==> config.mk <==
export PLATFORM = sky130hd
export DESIGN_NAME = tlbSelFlush
export DESIGN_NICKNAME = d
export VERILOG_FILES = /design/src/rtl/tlbFlushPkg.sv /design/src/rtl/tlbFlushDatapath.sv /design/src/rtl/tlbFlushControl.sv /design/src/rtl/tlbSelFlush.sv
export SDC_FILE = /design/constraint.sdc
export NUM_CORES = 1
export LEC_CHECK = 0
export BUFFER_PORTS_ARGS = -buffer_cell sky130_fd_sc_hd__buf_2
export CORE_AREA = 2 2 185 187
export DETAILED_ROUTE_END_ITERATION = 6
export DIE_AREA = 0 0 187 189
export PLACE_DENSITY = 0.66
export SYNTH_ARGS = -nofsm -noshare
export SYNTH_HDL_FRONTEND = slang
export SYNTH_SLANG_ARGS = --single-unit
==> constraint.sdc <==
create_clock -name clk -period 6.5 [get_ports clk]
set_input_delay 1.3 -clock clk [delete_from_list [all_inputs] [get_ports clk]]
set_output_delay 1.3 -clock clk [all_outputs]
set_load 0.005 [all_outputs]
==> src/rtl/tlbFlushPkg.sv <==
package tlbFlushPkg;

  typedef enum logic [1:0] {
    SEQ_IDLE   = 2'd0,
    SEQ_LOOK   = 2'd1,
    SEQ_RESUME = 2'd2
  } seqState_t;

  // strobes from the control to the entry array
  typedef struct packed {
    logic flushAll;   // clear every valid bit
    logic flushSel;   // clear entries hit by the current lookup
    logic blockHit;   // lookup result must not be used
  } dpCtl_t;

endpackage

==> src/rtl/tlbFlushDatapath.sv <==
module tlbFlushDatapath #(
  parameter int ENTRIES = 8,
  parameter int VPN_W   = 20,
  parameter int PPN_W   = 20
) (
  input  logic                 clk,
  input  logic                 rstN,
  input  tlbFlushPkg::dpCtl_t  ctl,
  input  logic                 lkValid,
  input  logic [VPN_W-1:0]     lkVpn,
  output logic                 lkHit,
  output logic [PPN_W-1:0]     lkPpn,
  input  logic                 fillValid,
  input  logic [VPN_W-1:0]     fillVpn,
  input  logic [PPN_W-1:0]     fillPpn
);
  localparam int PTR_W = (ENTRIES > 1) ? $clog2(ENTRIES) : 1;
  localparam logic [PTR_W-1:0] LAST = PTR_W'(ENTRIES - 1);

  logic [ENTRIES-1:0] entValid;
  logic [ENTRIES-1:0] entMatch;
  logic [VPN_W-1:0]   entVpn [ENTRIES];
  logic [PPN_W-1:0]   entPpn [ENTRIES];
  logic [PTR_W-1:0]   fillPtr;

  always_ff @(posedge clk) begin
    if (!rstN) begin
      fillPtr <= '0;
    end else if (fillValid) begin
      fillPtr <= (fillPtr == LAST) ? '0 : fillPtr + 1'b1;
    end
  end

  for (genvar i = 0; i < ENTRIES; i++) begin : g_ent
    logic fillHere;
    logic killHere;

    // the one comparator per entry, shared by lookup and targeted flush
    assign entMatch[i] = entValid[i] && (entVpn[i] == lkVpn);
    assign fillHere    = fillValid && (fillPtr == PTR_W'(i));
    assign killHere    = ctl.flushAll || (ctl.flushSel && entMatch[i]);

    always_ff @(posedge clk) begin
      if (!rstN) begin
        entValid[i] <= 1'b0;
      end else if (killHere) begin
        entValid[i] <= 1'b0;
      end else if (fillHere) begin
        entValid[i] <= 1'b1;
      end
    end

    always_ff @(posedge clk) begin
      if (fillHere) begin
        entVpn[i] <= fillVpn;
        entPpn[i] <= fillPpn;
      end
    end
  end

  always_comb begin
    lkPpn = '0;
    for (int i = ENTRIES - 1; i >= 0; i--) begin
      if (entMatch[i]) lkPpn = entPpn[i];
    end
  end

  assign lkHit = lkValid && (|entMatch) && !ctl.blockHit;

endmodule

==> src/rtl/tlbFlushControl.sv <==
module tlbFlushControl #(
  parameter int VA_W = 32
) (
  input  logic                 clk,
  input  logic                 rstN,
  input  logic                 fenceReq,
  input  logic                 fenceHasAddr,
  input  logic [VA_W-1:0]      fenceAddr,
  input  logic [VA_W-1:0]      fenceNextPc,
  input  logic                 lkValid,
  output tlbFlushPkg::dpCtl_t  ctl,
  output logic                 redirValid,
  output logic [VA_W-1:0]      redirPc,
  output logic                 seqBusy
);
  import tlbFlushPkg::*;

  seqState_t       state, stateD;
  logic [VA_W-1:0] resumePc;
  logic            startSeq;

  assign startSeq = (state == SEQ_IDLE) && fenceReq && fenceHasAddr;

  always_comb begin
    stateD     = state;
    ctl        = '0;
    redirValid = 1'b0;
    redirPc    = fenceAddr;
    case (state)
      SEQ_IDLE: begin
        if (fenceReq) begin
          if (fenceHasAddr) begin
            redirValid = 1'b1;
            stateD     = SEQ_LOOK;
          end else begin
            ctl.flushAll = 1'b1;
          end
        end
      end
      SEQ_LOOK: begin
        ctl.blockHit = 1'b1;
        if (lkValid) begin
          ctl.flushSel = 1'b1;
          stateD       = SEQ_RESUME;
        end
      end
      SEQ_RESUME: begin
        redirValid = 1'b1;
        redirPc    = resumePc;
        stateD     = SEQ_IDLE;
      end
      default: stateD = SEQ_IDLE;
    endcase
  end

  always_ff @(posedge clk) begin
    if (!rstN) begin
      state    <= SEQ_IDLE;
      resumePc <= '0;
    end else begin
      state <= stateD;
      if (startSeq) resumePc <= fenceNextPc;
    end
  end

  assign seqBusy = (state != SEQ_IDLE);

endmodule

==> src/rtl/tlbSelFlush.sv <==
module tlbSelFlush #(
  parameter int ENTRIES = 8,
  parameter int VPN_W   = 20,
  parameter int PPN_W   = 20,
  parameter int PG_W    = 12
) (
  input  logic                    clk,
  input  logic                    rstN,
  input  logic                    lkValid,
  input  logic [VPN_W-1:0]        lkVpn,
  output logic                    lkHit,
  output logic [PPN_W-1:0]        lkPpn,
  input  logic                    fenceReq,
  input  logic                    fenceHasAddr,
  input  logic [VPN_W+PG_W-1:0]   fenceAddr,
  input  logic [VPN_W+PG_W-1:0]   fenceNextPc,
  input  logic                    fillValid,
  input  logic [VPN_W-1:0]        fillVpn,
  input  logic [PPN_W-1:0]        fillPpn,
  output logic                    redirValid,
  output logic [VPN_W+PG_W-1:0]   redirPc,
  output logic                    seqBusy
);
  localparam int VA_W = VPN_W + PG_W;

  tlbFlushPkg::dpCtl_t ctl;

  tlbFlushControl #(.VA_W(VA_W)) u_ctl (
    .clk          (clk),
    .rstN         (rstN),
    .fenceReq     (fenceReq),
    .fenceHasAddr (fenceHasAddr),
    .fenceAddr    (fenceAddr),
    .fenceNextPc  (fenceNextPc),
    .lkValid      (lkValid),
    .ctl          (ctl),
    .redirValid   (redirValid),
    .redirPc      (redirPc),
    .seqBusy      (seqBusy)
  );

  tlbFlushDatapath #(.ENTRIES(ENTRIES), .VPN_W(VPN_W), .PPN_W(PPN_W)) u_dp (
    .clk       (clk),
    .rstN      (rstN),
    .ctl       (ctl),
    .lkValid   (lkValid),
    .lkVpn     (lkVpn),
    .lkHit     (lkHit),
    .lkPpn     (lkPpn),
    .fillValid (fillValid),
    .fillVpn   (fillVpn),
    .fillPpn   (fillPpn)
  );

endmodule

==> results of run 1 <==
power by group through the flow:
stage	registers, mW	clock network [mW]	logic (mW)
after CTS	2.64	2.17	0.278
after global placement	2.68	0	0.274
after detailed placement	2.69	0	0.277
after global routing	2.64	2.27	0.299
final	2.64	2.14	0.274
after floorplan	2.68	0	0.149
cell families (layout without fill, tap and decap cells):
logic type                 Yosys count  count (layout)
AOI/OAI and AO/OA                  150             150
xor gates and xnor gates           160             160
adders and majority gates            6               6
buffers and inverters               73             283
DFF                                365             365
muxes                               52              52
other                                0               1
and+or+nand+nor                    278             278
cell usage in the layout, fill, tap and decap left out, types with 4 or more instances in the layout:
| cell type | instances |
|---|---|
| sky130_fd_sc_hd__a221oi_1 | 10 |
| sky130_fd_sc_hd__clkbuf_16 | 40 |
| sky130_fd_sc_hd__o221a_2 | 6 |
| sky130_fd_sc_hd__buf_2 | 184 |
| sky130_fd_sc_hd__ha_1 | 6 |
| sky130_fd_sc_hd__clkinv_2 | 5 |
| sky130_fd_sc_hd__a221oi_2 | 9 |
| sky130_fd_sc_hd__o32ai_1 | 18 |
| sky130_fd_sc_hd__clkinv_1 | 7 |
| sky130_fd_sc_hd__inv_1 | 7 |
| sky130_fd_sc_hd__and2_2 | 5 |
| sky130_fd_sc_hd__nand2b_1 | 21 |
| sky130_fd_sc_hd__clkbuf_8 | 4 |
| sky130_fd_sc_hd__nand2_1 | 92 |
| sky130_fd_sc_hd__o21a_1 | 22 |
| sky130_fd_sc_hd__nor2_1 | 43 |
| sky130_fd_sc_hd__or2_2 | 19 |
| sky130_fd_sc_hd__edfxtp_1 | 320 |
| sky130_fd_sc_hd__a21oi_1 | 22 |
| sky130_fd_sc_hd__xor2_1 | 65 |
| sky130_fd_sc_hd__buf_4 | 21 |
| sky130_fd_sc_hd__nor4_2 | 7 |
| sky130_fd_sc_hd__o21ai_0 | 23 |
| sky130_fd_sc_hd__a21boi_0 | 32 |
| sky130_fd_sc_hd__nor4_1 | 13 |
| sky130_fd_sc_hd__clkbuf_1 | 10 |
| sky130_fd_sc_hd__nand4_1 | 21 |
| sky130_fd_sc_hd__nand3_1 | 27 |
| sky130_fd_sc_hd__dfxtp_1 | 45 |
| sky130_fd_sc_hd__xnor2_1 | 95 |
| sky130_fd_sc_hd__and3_1 | 11 |
| sky130_fd_sc_hd__mux2_2 | 34 |
| sky130_fd_sc_hd__mux2i_1 | 18 |
path summary, 6_finish.rpt:
path | from | end | slack [ns] | cells past startpoint
setup reg to reg | u_dp.entVpn[1][15] | u_dp.entValid[4] | 4.33 | 6
setup / recovery | lkVpn[13] | lkPpn[2] | 1.21 | 10
hold reg to reg | u_ctl.resumePc[25] | u_ctl.resumePc[25] | 0.47 | 2
hold / removal | u_ctl.resumePc[25] | u_ctl.resumePc[25] | 0.47 | 2
tightest hold or removal path: stages, from the launching register on:
cell and delay, ns:
sky130_fd_sc_hd__dfxtp_1 0.31, sky130_fd_sc_hd__nand2_1 0.05, sky130_fd_sc_hd__a21boi_0 0.06
per-layer routing:
layer	GRT usage [%]	part of all wire [%]	up-vias
met5	0	0.11	-
met4	5.22	1.7	6
met3	4.43	6.7	49
met2	35.5	49	350
met1	27.4	43	4536
li1	-	-	4344
sequential cells by signal (all words and copies together), names as in the netlist:
name,count
u_dp.entPpn,160
u_dp.entVpn,160
u_ctl.resumePc,32
u_dp.entValid,8
u_dp.fillPtr,3
u_ctl.state,2
stage by stage:
stage               cell area, sq um  util, %  hold slack (ns)
floorplan                      15500        -            0.441
global route                   18000     54.2            0.487
CTS                            18000     54.2            0.469
finish                         18000     54.2            0.468
detailed placement             16800     50.4            0.462
global placement               16800     50.4            0.452
area by class of cell:
cell class              count  share of cell area (%)
multi-input cells         646                    25.6
flip-flops and latches    365                    58.3
inverters                   7                   0.146
diodes                      1                  0.0139
clock inverters            17                   0.805
clock buffers              54                    6.07
well taps                 448                    3.11
repair buffers            205                    5.98
==> run_summary.xml, run 1 <==
<?xml version="1.0" encoding="UTF-8"?>
<metrics>
  <group name="drt">
    <metric name="drt_drc_violations_left" unit="">0</metric>
    <metric name="drt.antenna.violating_nets" unit="">0</metric>
    <metric name="vias" unit="">9285</metric>
    <metric name="routed_wire_length_per_instance" unit="um">21.2</metric>
    <metric name="drt-total-wl" unit="um">36900</metric>
    <metric name="detailedRoute.firstPassIterationCount" unit="">5</metric>
    <metric name="drt-initial-drc-count" unit="">848</metric>
    <metric name="drt-vias-per-instance" unit="">5.33</metric>
  </group>
  <group name="worst_setup_path">
    <metric name="timing.critical_path.to_type" unit="">output port</metric>
    <metric name="cpMaxStageDelayCell" unit="">sky130_fd_sc_hd__nor4_1</metric>
    <metric name="cp_top_family" unit="">simple AND/OR/NAND/NOR gates</metric>
    <metric name="critical_path.startpoint_type" unit="">input port</metric>
    <metric name="critPathMostFrequentCell" unit="">sky130_fd_sc_hd__buf_2</metric>
    <metric name="path_cells" unit="">buf_2 &gt; xor2_1 &gt; nor4_1 &gt; and3_1 &gt; and2_1 &gt; nand2b_1 &gt; buf_4 &gt; a21oi_1 &gt; o32ai_1 &gt; buf_2</metric>
    <metric name="critical-path-max-stage-delay" unit="ns">0.58</metric>
    <metric name="cp_bufs_invs" unit="">3</metric>
    <metric name="critical_path.max_fanout" unit="">12</metric>
    <metric name="data_arrival_time_at_the_worst_slack_endpoint" unit="ns">3.99</metric>
    <metric name="cp.required" unit="ns">5.20</metric>
    <metric name="crit_type" unit="">in -&gt; out</metric>
  </group>
  <group name="cts">
    <metric name="clk_root_buffer_cell" unit="">sky130_fd_sc_hd__clkbuf_16</metric>
    <metric name="numCtsBuffers" unit="">39</metric>
    <metric name="tritoncts" unit="">built</metric>
    <metric name="clk_pin_slew" unit="ns">0.05</metric>
    <metric name="clkSinkCount" unit="">365</metric>
    <metric name="holdBufCountCts" unit="">0</metric>
    <metric name="ctsLongestPathBuffers" unit="">3</metric>
    <metric name="insertion_delay" unit="ns">0.53</metric>
    <metric name="cts_setup_buffers" unit="">0</metric>
    <metric name="total_of_cells_resized_after_clock_tree_synthesis" unit="">0</metric>
    <metric name="ctsHtreeMaxLevel" unit="">2</metric>
  </group>
  <group name="floorplanning">
    <metric name="total_number_of_placement_rows" unit="">67</metric>
    <metric name="start_util" unit="%">46.6</metric>
    <metric name="die_h" unit="um">189</metric>
    <metric name="floorplan.core_area" unit="sq um">33300</metric>
    <metric name="die_w" unit="um">187</metric>
    <metric name="fp.dieArea" unit="sq um">35300</metric>
    <metric name="design.portCount" unit="">185</metric>
  </group>
  <group name="pwr">
    <metric name="power_density" unit="nW/um^2">280</metric>
    <metric name="comb_power_share" unit="%">5.4</metric>
    <metric name="power.static_leakage" unit="nW">6.46</metric>
    <metric name="switchingPower" unit="mW">1.07</metric>
    <metric name="power_share_of_the_sequential_group" unit="%">52.2</metric>
    <metric name="swShare" unit="%">21.2</metric>
    <metric name="internal_power" unit="mW">3.98</metric>
    <metric name="power" unit="mW">5.05</metric>
    <metric name="power.ir.vdd_worst" unit="uV">171</metric>
    <metric name="share_clk_of_total_power" unit="%">42.3</metric>
  </group>
  <group name="synthesis">
    <metric name="netlist_instances" unit="">1084</metric>
    <metric name="syn_area_per_cell" unit="sq um">14.3</metric>
    <metric name="synth_top_family_by_area" unit="">simple AND/OR/NAND/NOR gates</metric>
    <metric name="synth_edf_count" unit="">320</metric>
    <metric name="ys_dominant_reg_cell" unit="">sky130_fd_sc_hd__edfxtp_1</metric>
    <metric name="largest_area_contributor_in_the_netlist" unit="">sky130_fd_sc_hd__edfxtp_1</metric>
    <metric name="async_reset_ff_share" unit="%">0</metric>
    <metric name="yosys.area_share.simple" unit="%">9.11</metric>
    <metric name="syn-num-nets" unit="">1220</metric>
    <metric name="synthMuxAreaShare" unit="%">3.63</metric>
    <metric name="synth.ff_latch_count" unit="">365</metric>
    <metric name="synthMostInstantiatedCell" unit="">sky130_fd_sc_hd__edfxtp_1</metric>
    <metric name="yosysWarningCount" unit="">0</metric>
    <metric name="synthXorXnorAreaFrac" unit="%">9.03</metric>
    <metric name="netlist.area_leader.share" unit="%">61.9</metric>
    <metric name="netlist-cell-type-count" unit="">44</metric>
    <metric name="synth_compound_area_share" unit="%">7.36</metric>
    <metric name="yosys-top-cells-area" unit="">sky130_fd_sc_hd__edfxtp_1 62%, sky130_fd_sc_hd__dfxtp_1 5.8%, sky130_fd_sc_hd__xnor2_1 5.4%</metric>
    <metric name="ys_seq_area_share" unit="%">67.7</metric>
    <metric name="synth.top_cells.by_count" unit="">320 x sky130_fd_sc_hd__edfxtp_1, 95 x sky130_fd_sc_hd__xnor2_1, 92 x sky130_fd_sc_hd__nand2_1, 65 x sky130_fd_sc_hd__xor2_1, 45 x sky130_fd_sc_hd__dfxtp_1</metric>
    <metric name="post_synth_instance_area" unit="sq um">15500</metric>
    <metric name="synth_fa_ha_area_share" unit="%">0.484</metric>
  </group>
  <group name="sta">
    <metric name="maxSlewViolCount" unit="">0</metric>
    <metric name="setup_violations" unit="">0</metric>
    <metric name="total_neg_setup_slack" unit="ns">0</metric>
    <metric name="tightestPinTransition" unit="ns">1.15</metric>
    <metric name="grt_setup_unrepaired" unit="">no</metric>
    <metric name="finalCriticalPeriod" unit="ns">5.29</metric>
    <metric name="layout_worst_path_cycle_share" unit="%">81.3</metric>
    <metric name="slew-limit-headroom" unit="%">23.2</metric>
    <metric name="timing.final.hold_violations" unit="">0</metric>
    <metric name="fmax" unit="MHz">189</metric>
    <metric name="skew" unit="ns">0.0234</metric>
    <metric name="setup_slack" unit="ns">1.21</metric>
  </group>
  <group name="job">
    <metric name="max_cap_violations" unit="">0</metric>
  </group>
  <group name="final_layout">
    <metric name="area_taken_by_multi_input_logic_gates" unit="sq um">4610</metric>
    <metric name="finalNonFillerCells" unit="">1743</metric>
    <metric name="design.final.nets" unit="">1400</metric>
    <metric name="ff_latch_area" unit="sq um">10500</metric>
    <metric name="n_fill_cell" unit="">2736</metric>
    <metric name="drive_above_1_share" unit="%">26.7</metric>
    <metric name="syn2layout_area_growth" unit="%">16.2</metric>
  </group>
  <group name="global_routing">
    <metric name="grt_start_max_net_pins" unit="">43</metric>
    <metric name="grt_usage" unit="%">20.9</metric>
    <metric name="antenna_found_initial" unit="">4</metric>
    <metric name="grt-ovfl-total" unit="">0</metric>
    <metric name="grt_first_pass_wirelength" unit="um">55700</metric>
    <metric name="grt_pass1_vias" unit="">9319</metric>
  </group>
  <group name="place">
    <metric name="place_congestion" unit="">0.820</metric>
    <metric name="placement.io_buffers" unit="">184</metric>
    <metric name="dp_cells" unit="">1671</metric>
    <metric name="place_hpwl" unit="um">23800</metric>
    <metric name="dp_slack" unit="ns">1.18</metric>
  </group>
  <group name="run_status">
    <metric name="outcome" unit="">complete, no violations</metric>
  </group>
  <group name="hold_path">
    <metric name="worst_hold_path_type" unit="">reg -&gt; reg</metric>
  </group>
</metrics>
(Power assumes the default switching activity.)
==> inputs of run 2 (changes only) <==
PLACE_DENSITY = 0.69   (was 0.66)
clock period = 4.73 ns   (was 6.5 ns; I/O delays follow)
==> run 2 against run 1 <==
- via count increased by 2.6%
- routed wire length increased by 1.1%
- first-iteration DRC count increased by 8.7%
- setup slack got worse by 1.1 ns
- non-clock buffer count increased by 5
- highest routed layer unchanged
==> run_summary.xml, run 2 (synthesis gave the netlist of run 1 again) <==
<?xml version="1.0" encoding="UTF-8"?>
<metrics>
  <group name="final_layout">
    <metric name="commonest_non_fill_non_tap_cells_in_the_layout" unit="">320 x sky130_fd_sc_hd__edfxtp_1, 184 x sky130_fd_sc_hd__buf_2, 95 x sky130_fd_sc_hd__xnor2_1</metric>
    <metric name="finish.utilization" unit="%">54.3</metric>
    <metric name="n_fill_cell" unit="">2726</metric>
    <metric name="drive_above_1_share" unit="%">26.9</metric>
    <metric name="mostFrequentLayoutCell" unit="">sky130_fd_sc_hd__edfxtp_1</metric>
    <metric name="syn2layout_area_growth" unit="%">16.5</metric>
    <metric name="postLayoutCellArea" unit="sq um">18100</metric>
    <metric name="reg.largest.list" unit="">u_dp.entPpn x160, u_dp.entVpn x160, u_ctl.resumePc x32</metric>
    <metric name="design.final.nets" unit="">1405</metric>
  </group>
  <group name="worst_setup_path">
    <metric name="timing.critical_path.to_type" unit="">output port</metric>
    <metric name="r2r_start" unit="">u_dp.fillPtr[0]</metric>
    <metric name="critical-path-max-stage-delay" unit="ns">0.67</metric>
    <metric name="cp.required" unit="ns">3.78</metric>
    <metric name="critical_path.startpoint_type" unit="">input port</metric>
    <metric name="crit_type" unit="">in -&gt; out</metric>
    <metric name="crit-reg2reg-capture" unit="">u_dp.entVpn[1][74]</metric>
    <metric name="reg2regPathDepth" unit="">4</metric>
    <metric name="critPathMostFrequentCell" unit="">sky130_fd_sc_hd__buf_2</metric>
    <metric name="cpMaxStageDelayCell" unit="">sky130_fd_sc_hd__or2_1</metric>
    <metric name="reg2reg_setup_slack" unit="ns">2.56</metric>
    <metric name="data_arrival_time_at_the_worst_slack_endpoint" unit="ns">3.70</metric>
    <metric name="critical_path.max_fanout" unit="">22</metric>
    <metric name="path_cells" unit="">buf_2 &gt; xor2_1 &gt; nor4_1 &gt; nand4_1 &gt; or2_1 &gt; buf_12 &gt; nor2_1 &gt; o21a_1 &gt; o32ai_1 &gt; buf_2</metric>
    <metric name="cp_bufs_invs" unit="">3</metric>
    <metric name="cp_top_family" unit="">simple AND/OR/NAND/NOR gates</metric>
  </group>
  <group name="hold_path">
    <metric name="worst_hold_startpoint" unit="">u_ctl.resumePc[27]</metric>
    <metric name="holdPathEnd" unit="">u_ctl.resumePc[27]</metric>
    <metric name="worst_hold_path.num_cells" unit="">2</metric>
    <metric name="worst_hold_path_type" unit="">reg -&gt; reg</metric>
  </group>
  <group name="sta">
    <metric name="total_neg_setup_slack" unit="ns">0</metric>
    <metric name="slew-limit-headroom" unit="%">13.4</metric>
    <metric name="holdWs" unit="ns">0.463</metric>
    <metric name="maxSlewViolCount" unit="">0</metric>
    <metric name="timing.final.hold_violations" unit="">0</metric>
    <metric name="skew" unit="ns">0.0233</metric>
    <metric name="tightestPinTransition" unit="ns">1.30</metric>
    <metric name="setup_violations" unit="">0</metric>
    <metric name="finalCriticalPeriod" unit="ns">4.64</metric>
    <metric name="layout_worst_path_cycle_share" unit="%">98.2</metric>
    <metric name="grt_setup_unrepaired" unit="">no</metric>
    <metric name="setup_slack" unit="ns">0.0857</metric>
    <metric name="fmax" unit="MHz">215</metric>
  </group>
  <group name="pwr">
    <metric name="power.static_leakage" unit="nW">6.48</metric>
    <metric name="power.ir.vdd_worst" unit="uV">265</metric>
    <metric name="power_density" unit="nW/um^2">379</metric>
  </group>
  <group name="cts">
    <metric name="clk_root_buffer_cell" unit="">sky130_fd_sc_hd__clkbuf_16</metric>
    <metric name="ctsLongestPathBuffers" unit="">3</metric>
    <metric name="cts_setup_buffers" unit="">0</metric>
    <metric name="total_of_cells_resized_after_clock_tree_synthesis" unit="">0</metric>
    <metric name="numCtsBuffers" unit="">39</metric>
    <metric name="clk_pin_slew" unit="ns">0.05</metric>
    <metric name="tritoncts" unit="">built</metric>
    <metric name="holdBufCountCts" unit="">0</metric>
    <metric name="insertion_delay" unit="ns">0.53</metric>
    <metric name="ctsHtreeMaxLevel" unit="">2</metric>
    <metric name="clkSinkCount" unit="">365</metric>
  </group>
  <group name="floorplanning">
    <metric name="design.portCount" unit="">185</metric>
    <metric name="start_util" unit="%">46.6</metric>
    <metric name="floorplan.core_area" unit="sq um">33300</metric>
    <metric name="fp.dieArea" unit="sq um">35300</metric>
    <metric name="die_w" unit="um">187</metric>
    <metric name="total_number_of_placement_rows" unit="">67</metric>
    <metric name="die_h" unit="um">189</metric>
  </group>
  <group name="place">
    <metric name="place_congestion" unit="">0.812</metric>
    <metric name="dp_slack" unit="ns">0.0932</metric>
    <metric name="place_hpwl" unit="um">24200</metric>
    <metric name="placement.io_buffers" unit="">184</metric>
    <metric name="dpl-instance-area" unit="sq um">16900</metric>
  </group>
  <group name="drt">
    <metric name="routed_wire_length_per_instance" unit="um">21.3</metric>
    <metric name="drt-initial-drc-count" unit="">922</metric>
    <metric name="met2_length" unit="um">17700</metric>
    <metric name="detailroute.wirelength.met3" unit="um">3220</metric>
    <metric name="drt_drc_violations_left" unit="">0</metric>
    <metric name="top_layer" unit="">met5</metric>
    <metric name="drt.antenna.violating_nets" unit="">0</metric>
    <metric name="met1_length" unit="um">15600</metric>
    <metric name="vias" unit="">9524</metric>
    <metric name="drt-total-wl" unit="um">37300</metric>
    <metric name="detailedRoute.firstPassIterationCount" unit="">5</metric>
    <metric name="drt-vias-per-instance" unit="">5.45</metric>
  </group>
  <group name="run_status">
    <metric name="outcome" unit="">complete, no violations</metric>
  </group>
  <group name="global_routing">
    <metric name="grt_first_pass_wirelength" unit="um">56300</metric>
    <metric name="antenna_found_initial" unit="">4</metric>
    <metric name="grt_usage" unit="%">21.1</metric>
    <metric name="grt_start_max_net_pins" unit="">43</metric>
    <metric name="grt_pass1_vias" unit="">9416</metric>
    <metric name="grt-ovfl-total" unit="">0</metric>
  </group>
  <group name="job">
    <metric name="max_cap_violations" unit="">0</metric>
  </group>
</metrics>
run 2: cell count changes in the layout (fill, tap and decap cells not counted), sizes merged:
cell / change
diode: +1
clkbuf: +2
inv: +1
buf: +5
bufinv: -1
clkinv: -2
run 2: cell type report:
class,count,area (sq um),area share (%)
flip-flops and latches,365,10500,58.2
multi-input cells,646,4610,25.5
repair buffers,210,1170,6.45
clock buffers,56,1080,5.98
well taps,448,561,3.10
clock inverters,15,109,0.602
inverters,7,26.3,0.145
diodes,2,5.00,0.0277
run 2: worst reg2reg max path: stages (launching register included):
cell,delay [ns]
sky130_fd_sc_hd__dfxtp_1,0.37
sky130_fd_sc_hd__ha_1,0.19
sky130_fd_sc_hd__ha_1,0.19
sky130_fd_sc_hd__and2_2,0.66
sky130_fd_sc_hd__buf_4,0.43
run 2: routing by layer:
layer	global-route usage (%)	up-vias
met3	4.76	56
met5	0	-
met1	28.4	4650
met4	6.04	4
li1	-	4356
met2	34.6	458
run 2: where the power goes:
| group | total, mW | switching (mW) | internal [mW] |
|---|---|---|---|
| Combinational | 0.377 | 0.234 | 0.144 |
| Sequential | 3.62 | 0.0303 | 3.59 |
| Clock | 2.86 | 1.21 | 1.65 |
| Total | 6.86 | 1.47 | 5.38 |
run 2: through the flow:
stage / std cells / power [mW]
after floorplan: 1084 / 3.89
after global placement: 1676 / 4.06
after detailed placement: 1676 / 4.07
after CTS: 1747 / 6.92
after global routing: 1749 / 7.09
final: 1749 / 6.86
run 2: worst max path at each step:
stage / from / to / slack (ns) / depth (start not counted)
final: lkVpn[5] / lkPpn[10] / 0.09 / 10
after global routing: lkVpn[13] / lkPpn[10] / 0.01 / 10
after CTS: lkVpn[6] / lkPpn[1] / 0.07 / 9
after detailed placement: lkVpn[6] / lkPpn[1] / 0.09 / 9
after global placement: lkVpn[6] / lkPpn[16] / 0.18 / 9
after floorplan: lkVpn[8] / lkPpn[10] / 1.24 / 10
==> inputs of run 3 (changes only) <==
BUFFER_PORTS_ARGS = not set   (was -buffer_cell sky130_fd_sc_hd__buf_2)
DONT_BUFFER_PORTS = 1   (was not set)
PLACE_DENSITY = not set   (was 0.69)
==> run 3 against run 2 <==
- cell area shrank 4.2%
- clock-buffer cell count rose by 1
- global-route usage grew 0.13 points
- sequential power about the same
- combinational power shrank 39%
- non-clock buffer count shrank 165
- setup slack better by 0.37 ns
- clock power is 3% higher
- register-to-register slack got worse by 0.23 ns
- critical endpoint is now lkPpn[14]
- largest power group unchanged
==> run_summary.xml, run 3 (synthesis gave the netlist of run 1 again) <==
<?xml version="1.0" encoding="UTF-8"?>
<metrics>
  <group name="floorplanning">
    <metric name="fp.dieArea" unit="sq um">35300</metric>
    <metric name="die_h" unit="um">189</metric>
    <metric name="design.portCount" unit="">185</metric>
    <metric name="start_util" unit="%">46.6</metric>
    <metric name="total_number_of_placement_rows" unit="">67</metric>
    <metric name="die_w" unit="um">187</metric>
    <metric name="floorplan.core_area" unit="sq um">33300</metric>
  </group>
  <group name="cts">
    <metric name="tritoncts" unit="">built</metric>
    <metric name="insertion_delay" unit="ns">0.52</metric>
    <metric name="clk_pin_slew" unit="ns">0.06</metric>
    <metric name="numCtsBuffers" unit="">39</metric>
    <metric name="total_of_cells_resized_after_clock_tree_synthesis" unit="">0</metric>
    <metric name="holdBufCountCts" unit="">0</metric>
    <metric name="ctsHtreeMaxLevel" unit="">2</metric>
    <metric name="cts_setup_buffers" unit="">0</metric>
    <metric name="clkSinkCount" unit="">365</metric>
    <metric name="ctsLongestPathBuffers" unit="">3</metric>
    <metric name="clk_root_buffer_cell" unit="">sky130_fd_sc_hd__clkbuf_16</metric>
  </group>
  <group name="final_layout">
    <metric name="reg.largest.list" unit="">u_dp.entPpn x160, u_dp.entVpn x160, u_ctl.resumePc x32</metric>
    <metric name="commonest_non_fill_non_tap_cells_in_the_layout" unit="">320 x sky130_fd_sc_hd__edfxtp_1, 95 x sky130_fd_sc_hd__xnor2_1, 92 x sky130_fd_sc_hd__nand2_1</metric>
    <metric name="finish.utilization" unit="%">52.0</metric>
    <metric name="antennaDiodeCount" unit="">0</metric>
    <metric name="area_taken_by_multi_input_logic_gates" unit="sq um">4610</metric>
    <metric name="n_fill_cell" unit="">2801</metric>
    <metric name="ff_latch_area" unit="sq um">10500</metric>
    <metric name="drive_above_1_share" unit="%">16.8</metric>
    <metric name="mostFrequentLayoutCell" unit="">sky130_fd_sc_hd__edfxtp_1</metric>
    <metric name="postLayoutCellArea" unit="sq um">17300</metric>
    <metric name="syn2layout_area_growth" unit="%">11.6</metric>
    <metric name="finalNonFillerCells" unit="">1582</metric>
    <metric name="design.final.nets" unit="">1240</metric>
  </group>
  <group name="sta">
    <metric name="tightestPinTransition" unit="ns">1.16</metric>
    <metric name="timing.final.hold_violations" unit="">0</metric>
    <metric name="slew-limit-headroom" unit="%">22.6</metric>
    <metric name="total_neg_setup_slack" unit="ns">0</metric>
    <metric name="skew" unit="ns">0.0163</metric>
    <metric name="grt_setup_unrepaired" unit="">no</metric>
    <metric name="maxSlewViolCount" unit="">0</metric>
    <metric name="setup_violations" unit="">0</metric>
    <metric name="fmax" unit="MHz">234</metric>
    <metric name="finalCriticalPeriod" unit="ns">4.27</metric>
    <metric name="layout_worst_path_cycle_share" unit="%">90.3</metric>
  </group>
  <group name="pwr">
    <metric name="power.static_leakage" unit="nW">5.84</metric>
    <metric name="power.ir.vdd_worst" unit="uV">288</metric>
    <metric name="power_density" unit="nW/um^2">394</metric>
    <metric name="power_share_of_the_sequential_group" unit="%">53.1</metric>
    <metric name="internal_power" unit="mW">5.45</metric>
    <metric name="switchingPower" unit="mW">1.37</metric>
    <metric name="comb_power_share" unit="%">3.4</metric>
    <metric name="swShare" unit="%">20.1</metric>
    <metric name="power" unit="mW">6.82</metric>
    <metric name="share_clk_of_total_power" unit="%">43.5</metric>
  </group>
  <group name="place">
    <metric name="placement.io_buffers" unit="">0</metric>
    <metric name="dp_cells" unit="">1511</metric>
    <metric name="dpl-instance-area" unit="sq um">16100</metric>
    <metric name="place_congestion" unit="">0.806</metric>
    <metric name="place_hpwl" unit="um">24300</metric>
  </group>
  <group name="worst_setup_path">
    <metric name="cp_top_family" unit="">simple AND/OR/NAND/NOR gates</metric>
    <metric name="cpMaxStageDelayCell" unit="">sky130_fd_sc_hd__nor4_1</metric>
    <metric name="cp.required" unit="ns">3.78</metric>
    <metric name="critical_path.startpoint_type" unit="">input port</metric>
    <metric name="r2r_start" unit="">u_dp.entVpn[0][39]</metric>
    <metric name="critical_path.max_fanout" unit="">13</metric>
    <metric name="reg2reg_setup_slack" unit="ns">2.33</metric>
    <metric name="critPathMostFrequentCell" unit="">sky130_fd_sc_hd__buf_4</metric>
    <metric name="cp_num_cells" unit="">9</metric>
    <metric name="critical-path-max-stage-delay" unit="ns">0.52</metric>
    <metric name="cp_bufs_invs" unit="">2</metric>
    <metric name="crit-reg2reg-capture" unit="">u_dp.entValid[1]</metric>
    <metric name="reg2regPathDepth" unit="">6</metric>
    <metric name="data_arrival_time_at_the_worst_slack_endpoint" unit="ns">3.32</metric>
    <metric name="path_cells" unit="">xor2_1 &gt; nor4_1 &gt; nand4_1 &gt; nor2_2 &gt; buf_4 &gt; a221oi_2 &gt; o21a_1 &gt; o32ai_1 &gt; buf_4</metric>
    <metric name="crit_type" unit="">in -&gt; out</metric>
    <metric name="timing.critical_path.to_type" unit="">output port</metric>
  </group>
  <group name="job">
    <metric name="max_cap_violations" unit="">0</metric>
  </group>
  <group name="hold_path">
    <metric name="worst_hold_path.num_cells" unit="">2</metric>
    <metric name="holdPathEnd" unit="">u_ctl.resumePc[15]</metric>
    <metric name="worst_hold_startpoint" unit="">u_ctl.resumePc[15]</metric>
    <metric name="worst_hold_path_type" unit="">reg -&gt; reg</metric>
  </group>
  <group name="global_routing">
    <metric name="grt_start_max_net_pins" unit="">43</metric>
    <metric name="grt_usage" unit="%">21.2</metric>
    <metric name="antenna_found_initial" unit="">0</metric>
    <metric name="grt_pass1_vias" unit="">8850</metric>
    <metric name="grt-ovfl-total" unit="">0</metric>
    <metric name="grt_first_pass_wirelength" unit="um">56200</metric>
  </group>
  <group name="drt">
    <metric name="drt.antenna.violating_nets" unit="">0</metric>
    <metric name="routed_wire_length_per_instance" unit="um">23.6</metric>
    <metric name="drt-initial-drc-count" unit="">726</metric>
    <metric name="drt_drc_violations_left" unit="">0</metric>
    <metric name="drt-total-wl" unit="um">37400</metric>
    <metric name="detailedRoute.firstPassIterationCount" unit="">5</metric>
    <metric name="drt-vias-per-instance" unit="">5.58</metric>
    <metric name="vias" unit="">8822</metric>
  </group>
  <group name="run_status">
    <metric name="outcome" unit="">complete, no violations</metric>
  </group>
</metrics>
[run 3: changes by cell type in the layout (fill, tap and decap cells not counted), sizes merged]
cell	before	now
inv	10	8
buf	210	45
diode	2	0
clkinvlp	0	2
clkinv	11	10
clkbuf	56	57
[run 3: worst max-delay path by stage]
| stage | endpoint | start | slack, ns |
|---|---|---|---|
| floorplan | lkPpn[10] | lkVpn[8] | 1.24 |
| global placement | lkPpn[14] | lkVpn[19] | 0.47 |
| detailed placement | lkPpn[14] | lkVpn[19] | 0.46 |
| CTS | lkPpn[14] | lkVpn[19] | 0.45 |
| global route | lkPpn[14] | lkVpn[13] | 0.37 |
| finish | lkPpn[14] | lkVpn[19] | 0.46 |
[run 3: worst register-to-register path, stage by stage (launching register included)]
cell,delay (ns)
sky130_fd_sc_hd__edfxtp_1,0.39
sky130_fd_sc_hd__xor2_1,0.16
sky130_fd_sc_hd__nor4_1,0.52
sky130_fd_sc_hd__nand4_1,0.34
sky130_fd_sc_hd__nor2_2,0.41
sky130_fd_sc_hd__buf_4,0.35
sky130_fd_sc_hd__a21oi_1,0.10
[run 3: per-stage QoR]
stage	worst slack (ns)	hold WS, ns
2_1_floorplan	1.24	0.441
3_3_place_gp	0.466	0.449
3_5_place_dp	0.463	0.458
4_1_cts	0.446	0.467
5_1_grt	0.366	0.482
6_report	0.460	0.467
[run 3: power groups by stage]
stage | sequential (mW) | clock [mW] | combinational [mW]
floorplan | 3.69 | 0 | 0.204
global placement | 3.69 | 0 | 0.230
detailed placement | 3.69 | 0 | 0.233
CTS | 3.62 | 3.02 | 0.234
global route | 3.63 | 3.15 | 0.253
finish | 3.62 | 2.96 | 0.231
[run 3: cell type report]
| class | count | area share (%) |
|---|---|---|
| well taps | 448 | 3.24 |
| inverters | 7 | 0.152 |
| clock buffers | 57 | 6.68 |
| repair buffers | 45 | 2.02 |
| flip-flops and latches | 365 | 60.7 |
| multi-input cells | 646 | 26.6 |
| clock inverters | 14 | 0.592 |
[run 3: routing by layer]
metal	GRT usage (%)	routed length, um	vias to the layer above	part of all wire, %
li1	-	-	4019	-
met1	29.1	16200	4406	43
met2	34.8	17700	355	47
met3	4.82	2950	42	7.9
met4	4.58	603	0	1.6
met5	0	0	-	0
